$ cat config.mk
export PLATFORM = sky130hd
export DESIGN_NAME = dacw_top
export DESIGN_NICKNAME = d
export VERILOG_FILES = /design/src/rtl/dacw_pkg.sv /design/src/rtl/dacw_decode.sv /design/src/rtl/dacw_serializer.sv /design/src/rtl/dacw_top.sv
export SDC_FILE = /design/constraint.sdc
export NUM_CORES = 1
export LEC_CHECK = 0
export BUFFER_PORTS_ARGS = -buffer_cell sky130_fd_sc_hd__buf_2
export CAP_MARGIN = 20
export CORE_ASPECT_RATIO = 1.25
export CORE_MARGIN = 4
export CORE_UTILIZATION = 36
export DETAILED_ROUTE_END_ITERATION = 8
export PLACE_DENSITY = 0.53
export SKIP_LAST_GASP = 1
export SYNTH_ARGS = -nofsm -noshare
export SYNTH_HDL_FRONTEND = slang
export SYNTH_HIERARCHICAL = 1
export SYNTH_SLANG_ARGS = --single-unit
$ cat constraint.sdc
create_clock -name clk_i -period 5.9 [get_ports clk_i]
set_input_delay 0.59 -clock clk_i [delete_from_list [all_inputs] [get_ports clk_i]]
set_output_delay 0.59 -clock clk_i [all_outputs]
set_load 0.02 [all_outputs]
$ cat src/rtl/dacw_pkg.sv
package dacw_pkg;
  typedef enum logic [1:0] {
    ST_IDLE  = 2'd0,
    ST_SHIFT = 2'd1,
    ST_LOAD  = 2'd2
  } dacw_state_e;
endpackage

$ cat src/rtl/dacw_decode.sv
module dacw_decode #(
  parameter int                    N_CH    = 2,
  parameter int                    ADDR_W  = 8,
  parameter int                    DW      = 16,
  parameter logic [N_CH*ADDR_W-1:0] CH_ADDR = {8'h11, 8'h10}
) (
  input  logic                 clk_i,
  input  logic                 rst_ni,
  input  logic [ADDR_W-1:0]    addr_i,
  input  logic [DW-1:0]        data_i,
  input  logic                 wr_i,
  output logic [N_CH-1:0]      start_o,
  output logic [N_CH*DW-1:0]   data_o
);
  for (genvar k = 0; k < N_CH; k++) begin : g_ch
    localparam logic [ADDR_W-1:0] MY_ADDR = CH_ADDR[k*ADDR_W +: ADDR_W];
    logic hit;
    assign hit = wr_i && (addr_i == MY_ADDR);

    always_ff @(posedge clk_i or negedge rst_ni) begin
      if (!rst_ni) begin
        start_o[k]            <= 1'b0;
        data_o[k*DW +: DW]    <= '0;
      end else begin
        start_o[k] <= hit;  // defaults low every cycle
        if (hit) data_o[k*DW +: DW] <= data_i;
      end
    end

    assert_start_src_R1: assert property (@(posedge clk_i) disable iff (!rst_ni)
      start_o[k] |-> ($past(wr_i) && $past(addr_i) == MY_ADDR));
  end
endmodule

$ cat src/rtl/dacw_serializer.sv
module dacw_serializer
  import dacw_pkg::*;
#(
  parameter int DW  = 16,
  parameter int DIV = 4
) (
  input  logic          clk_i,
  input  logic          rst_ni,
  input  logic          start_i,
  input  logic [DW-1:0] data_i,
  output logic          cs_no,
  output logic          sck_o,
  output logic          sdi_o,
  output logic          ldac_no,
  output logic          busy_o
);
  localparam int LOW_CYC = DIV / 2;
  localparam int CW      = $clog2(DIV + 1);
  localparam int BW      = (DW > 1) ? $clog2(DW) : 1;

  dacw_state_e   state_q;
  logic [CW-1:0] div_q;
  logic [BW-1:0] bit_q;
  logic [DW-1:0] sh_q;
  logic          cs_q, sck_q, ldac_q;

  always_ff @(posedge clk_i or negedge rst_ni) begin
    if (!rst_ni) begin
      state_q <= ST_IDLE;
      div_q   <= '0;
      bit_q   <= '0;
      sh_q    <= '0;
      cs_q    <= 1'b1;
      sck_q   <= 1'b0;
      ldac_q  <= 1'b1;
    end else begin
      case (state_q)
        ST_IDLE: begin
          if (start_i) begin
            state_q <= ST_SHIFT;
            sh_q    <= data_i;
            cs_q    <= 1'b0;
            sck_q   <= 1'b0;
            div_q   <= '0;
            bit_q   <= '0;
          end
        end
        ST_SHIFT: begin
          if (div_q == CW'(DIV - 1)) begin
            div_q <= '0;
            sck_q <= 1'b0;  // falling edge: advance bit
            if (bit_q == BW'(DW - 1)) begin
              state_q <= ST_LOAD;
              cs_q    <= 1'b1;
            end else begin
              bit_q <= bit_q + 1'b1;
              sh_q  <= {sh_q[DW-2:0], 1'b0};
            end
          end else begin
            div_q <= div_q + 1'b1;
            if (div_q == CW'(LOW_CYC - 1)) sck_q <= 1'b1;
          end
        end
        ST_LOAD: begin
          if (div_q == CW'(DIV)) begin
            ldac_q  <= 1'b1;
            state_q <= ST_IDLE;
            div_q   <= '0;
          end else begin
            if (div_q == '0) ldac_q <= 1'b0;  // one cycle after cs release
            div_q <= div_q + 1'b1;
          end
        end
        default: state_q <= ST_IDLE;
      endcase
    end
  end

  assign cs_no   = cs_q;
  assign sck_o   = sck_q;
  assign sdi_o   = sh_q[DW-1];
  assign ldac_no = ldac_q;
  assign busy_o  = (state_q != ST_IDLE);

  assert_sck_idle_R5: assert property (@(posedge clk_i) disable iff (!rst_ni)
    cs_q |-> !sck_q);
  assert_sdi_hold_R4: assert property (@(posedge clk_i) disable iff (!rst_ni)
    (sck_q && $past(sck_q)) |-> $stable(sdi_o));
  assert_ldac_after_cs_R7: assert property (@(posedge clk_i) disable iff (!rst_ni)
    !ldac_q |-> cs_q);
  assert_busy_end_R8: assert property (@(posedge clk_i) disable iff (!rst_ni)
    $fell(busy_o) |-> $rose(ldac_q));
  assert_no_restart_R9: assert property (@(posedge clk_i) disable iff (!rst_ni)
    (state_q == ST_SHIFT && !cs_q && start_i) |=> !cs_q);
endmodule

$ cat src/rtl/dacw_top.sv
module dacw_top #(
  parameter int                    N_CH    = 2,
  parameter int                    ADDR_W  = 8,
  parameter int                    DW      = 16,
  parameter int                    DIV     = 4,
  parameter logic [N_CH*ADDR_W-1:0] CH_ADDR = {8'h11, 8'h10}
) (
  input  logic              clk_i,
  input  logic              rst_ni,
  input  logic [ADDR_W-1:0] addr_i,
  input  logic [DW-1:0]     data_i,
  input  logic              wr_i,
  output logic [N_CH-1:0]   cs_no,
  output logic [N_CH-1:0]   sck_o,
  output logic [N_CH-1:0]   sdi_o,
  output logic [N_CH-1:0]   ldac_no,
  output logic [N_CH-1:0]   busy_o
);
  logic [N_CH-1:0]    start;
  logic [N_CH*DW-1:0] word;

  dacw_decode #(
    .N_CH(N_CH), .ADDR_W(ADDR_W), .DW(DW), .CH_ADDR(CH_ADDR)
  ) u_dec (
    .clk_i(clk_i), .rst_ni(rst_ni), .addr_i(addr_i), .data_i(data_i),
    .wr_i(wr_i), .start_o(start), .data_o(word)
  );

  for (genvar k = 0; k < N_CH; k++) begin : g_ser
    dacw_serializer #(.DW(DW), .DIV(DIV)) u_ser (
      .clk_i(clk_i), .rst_ni(rst_ni), .start_i(start[k]),
      .data_i(word[k*DW +: DW]), .cs_no(cs_no[k]), .sck_o(sck_o[k]),
      .sdi_o(sdi_o[k]), .ldac_no(ldac_no[k]), .busy_o(busy_o[k])
    );
  end
endmodule

==> flow_metrics.py <==
metrics = {
    "clocking": {
        "insertion_delay_ps": 340,
        "cts_tree": "done",
        "postCtsSetupBuffers": 0,
        "cts_max_path_buffers": 2,
        "root_buffer": "clkbuf_16",
        "tritoncts.num_buffers": 9,
        "cts_resized": 0,
        "cts_hold_buffers": 0,
        "h-tree-depth": 3,
        "clkSinkCount": 90,
        "clk_pin_slew_ps": 60,
    },
    "yosys": {
        "ys_types": 51,
        "yosys.area.top_type": "dfrtp_1",
        "ys_async_sr_fraction": 1.00,
        "synth_warnings": 6,
        "yosys.area.top_type_share": 0.491,
        "syn-mean-instance-area_um2": 12.7,
        "synth_cells": 345,
        "seq_area_frac_synth": 0.515,
        "synth-main-ff-cell": "dfrtp_1",
        "yosys-top-cells-area": "dfrtp_1 (49%), o221a_2 (7.7%), mux2_2 (6.7%)",
        "synth_edf_count": 0,
        "synthesis.area_um2": 4380,
        "syn_nets": 392,
        "synth-seq-cells": 90,
    },
    "floorplanning": {
        "die_w_um": 107,
        "rows": 44,
        "io_pins": 37,
        "die_area_um2": 14000,
        "die_y_um": 131,
        "start_util": 0.372,
        "fp.coreArea_um2": 11800,
    },
    "critical_path": {
        "cp_max_fo": 18,
        "cp.arrival_ps": 2660,
        "crit_type": "reg -> reg",
        "required_ps": 6170,
        "end_kind": "flip-flop",
        "r2r_cells": 5,
        "cp-start-kind": "flip-flop",
    },
    "sta": {
        "hold_viol_final": 0,
        "finalSetupViolations": 0,
        "fin_crit_sh": 0.406,
        "setup-tns-final_ps": 0,
        "period_needed_ps": 2390,
        "rsz0062_at_grt": "no",
        "max_slew_margin": 0.339,
        "skew_ps": 5.93,
        "fmax_mhz": 418,
        "tightest_slew_ps": 985,
        "slew_viol_final": 0,
    },
    "detailed_routing": {
        "vias": 2801,
        "first_pass_iters": 4,
        "drt-total-wl_um": 8440,
        "drcViolationCount": 0,
        "ant_nets": 0,
        "via_per_inst": 5.16,
        "wl_per_cell_um": 15.5,
        "drt_iter0_markers": 115,
    },
    "placed_design": {
        "dp.cells": 527,
        "io_buffer_count": 36,
        "place_congestion": 0.732,
        "hpwl_um": 5800,
    },
    "pwr": {
        "leakage_nw": 2.14,
        "peakVddDrop_mv": 0.165,
        "power_mw": 1.73,
        "power.density_nw_per_um2": 350,
    },
    "min_path": {
        "hold_class": "in -> async",
    },
    "run": {
        "drv_cap": 0,
    },
    "grt": {
        "grt_remaining_overflow": 0,
        "grtUsageTotal": 0.126,
        "grt_max_degree": 50,
        "grt_pass1_vias": 2921,
        "antenna_found_initial": 0,
        "grt_pass1_wl_um": 14200,
    },
    "finish": {
        "num-fill-cells": 1173,
        "drive_above_1_share": 0.419,
        "synthToLayoutAreaGrowth_pct": 13.1,
        "nets": 424,
        "fin_cells": 543,
        "antenna_cells": 0,
    },
    "outcome": {
        "status": "finished, final reports clean",
    },
}
path summary, 6_finish.rpt:
| path | slack (ps) | endpoint | start |
|---|---|---|---|
| setup reg to reg | 3510 | g_ser[0].u_ser/sh_q[15]$_DFFE_PN0P_ | g_ser[0].u_ser/state_q[1]$_DFFE_PN0P_ |
| min in group clk_i | 480 | g_ser[1].u_ser/ldac_no$_DFFE_PN1P_ | g_ser[1].u_ser/ldac_no$_DFFE_PN1P_ |
| max in group asynchronous | 4650 | u_dec/data_o[6]$_DFFE_PN0P_ | rst_ni |
| hold reg to reg | 480 | g_ser[1].u_ser/ldac_no$_DFFE_PN1P_ | g_ser[1].u_ser/ldac_no$_DFFE_PN1P_ |
| hold / removal | 230 | u_dec/data_o[30]$_DFFE_PN0P_ | rst_ni |
| setup / recovery | 3510 | g_ser[0].u_ser/sh_q[15]$_DFFE_PN0P_ | g_ser[0].u_ser/state_q[1]$_DFFE_PN0P_ |
through the flow:
step	worst slack, ps	area [um2]	util	hold slack (ps)
floorplan	3700	4380	-	294
global placement	3410	4630	0.393	461
detailed placement	3380	4630	0.393	479
CTS	3500	4950	0.420	248
global route	3300	4950	0.420	277
finish	3510	4950	0.420	234
cells in the mapped netlist, drive strengths merged (6+ instances only):
cell type / count
ha: 20
nand2: 15
dfrtp: 86
o21ai: 10
buf: 11
inv: 27
o221a: 30
mux2: 35
nor4: 8
clkbuf: 6
or2: 30
registers in the layout, indices dropped and copies added (netlist names):
register / flops
g_ser.u_ser/bit_q: 8
g_ser.u_ser/sck_o: 2
g_ser.u_ser/div_q: 6
g_ser.u_ser/cs_no: 2
u_dec/data_o: 32
u_dec/start_o: 2
g_ser.u_ser/sh_q: 32
g_ser.u_ser/state_q: 4
g_ser.u_ser/ldac_no: 2
routing by layer:
| layer | up-vias | GRT usage | share of wire |
|---|---|---|---|
| li1 | 1322 | - | - |
| met1 | 1420 | 0.172 | 0.48 |
| met2 | 47 | 0.193 | 0.46 |
| met3 | 12 | 0.0289 | 0.037 |
| met4 | 0 | 0.0526 | 0.020 |
| met5 | - | 0 | 0 |
layout make-up:
cell class / instances / area, um2 / area share
flip-flops and latches: 90 / 2260 / 0.456
repair buffers: 38 / 198 / 0.0399
inverters: 27 / 101 / 0.0205
multi-input cells: 211 / 1880 / 0.379
well taps: 161 / 201 / 0.0407
clock buffers: 9 / 225 / 0.0455
clock inverters: 7 / 93.8 / 0.0189
cells by family after synthesis:
group | count (synthesis) | synth area share
fa+ha+maj | 20 | 0.0571
mux | 39 | 0.107
flops | 90 | 0.515
buf+inv | 44 | 0.0566
compound gates | 65 | 0.135
simple gates | 87 | 0.129
critical path: stages (launching register included):
cell	delay, ps
dfrtp_1	370
inv_1	80
ha_1	330
nor2b_1	310
nor4_4	890
o221a_2	330
power by group:
part | internal [mW] | leakage, nW | switching, mW
logic | 0.155 | 0.917 | 0.265
registers | 0.668 | 1.07 | 0.0370
clock network | 0.370 | 0.151 | 0.238
cell usage in the layout, fill, tap and decap left out, drive strengths merged, types with 2 or more instances in the layout:
cell	n
dfstp	4
inv	27
o21a	2
nor3	3
nand2	15
or4b	2
a21boi	2
nor3b	2
buf	38
mux2	35
nand2b	4
nor2b	4
o32a	2
bufinv	2
a22oi	2
o2111ai	2
a2bb2oi	4
clkbuf	9
nor4b	2
o21ai	10
dfrtp	86
mux2i	4
clkinv	3
clkinvlp	2
o221a	30
o22ai	4
ha	20
nand3b	2
nor4	8
and4	2
or2	30
nor2	4
nand4	2
nand3	4
a2111oi	2
No activity file was read; power rests on OpenSTA's default activity.
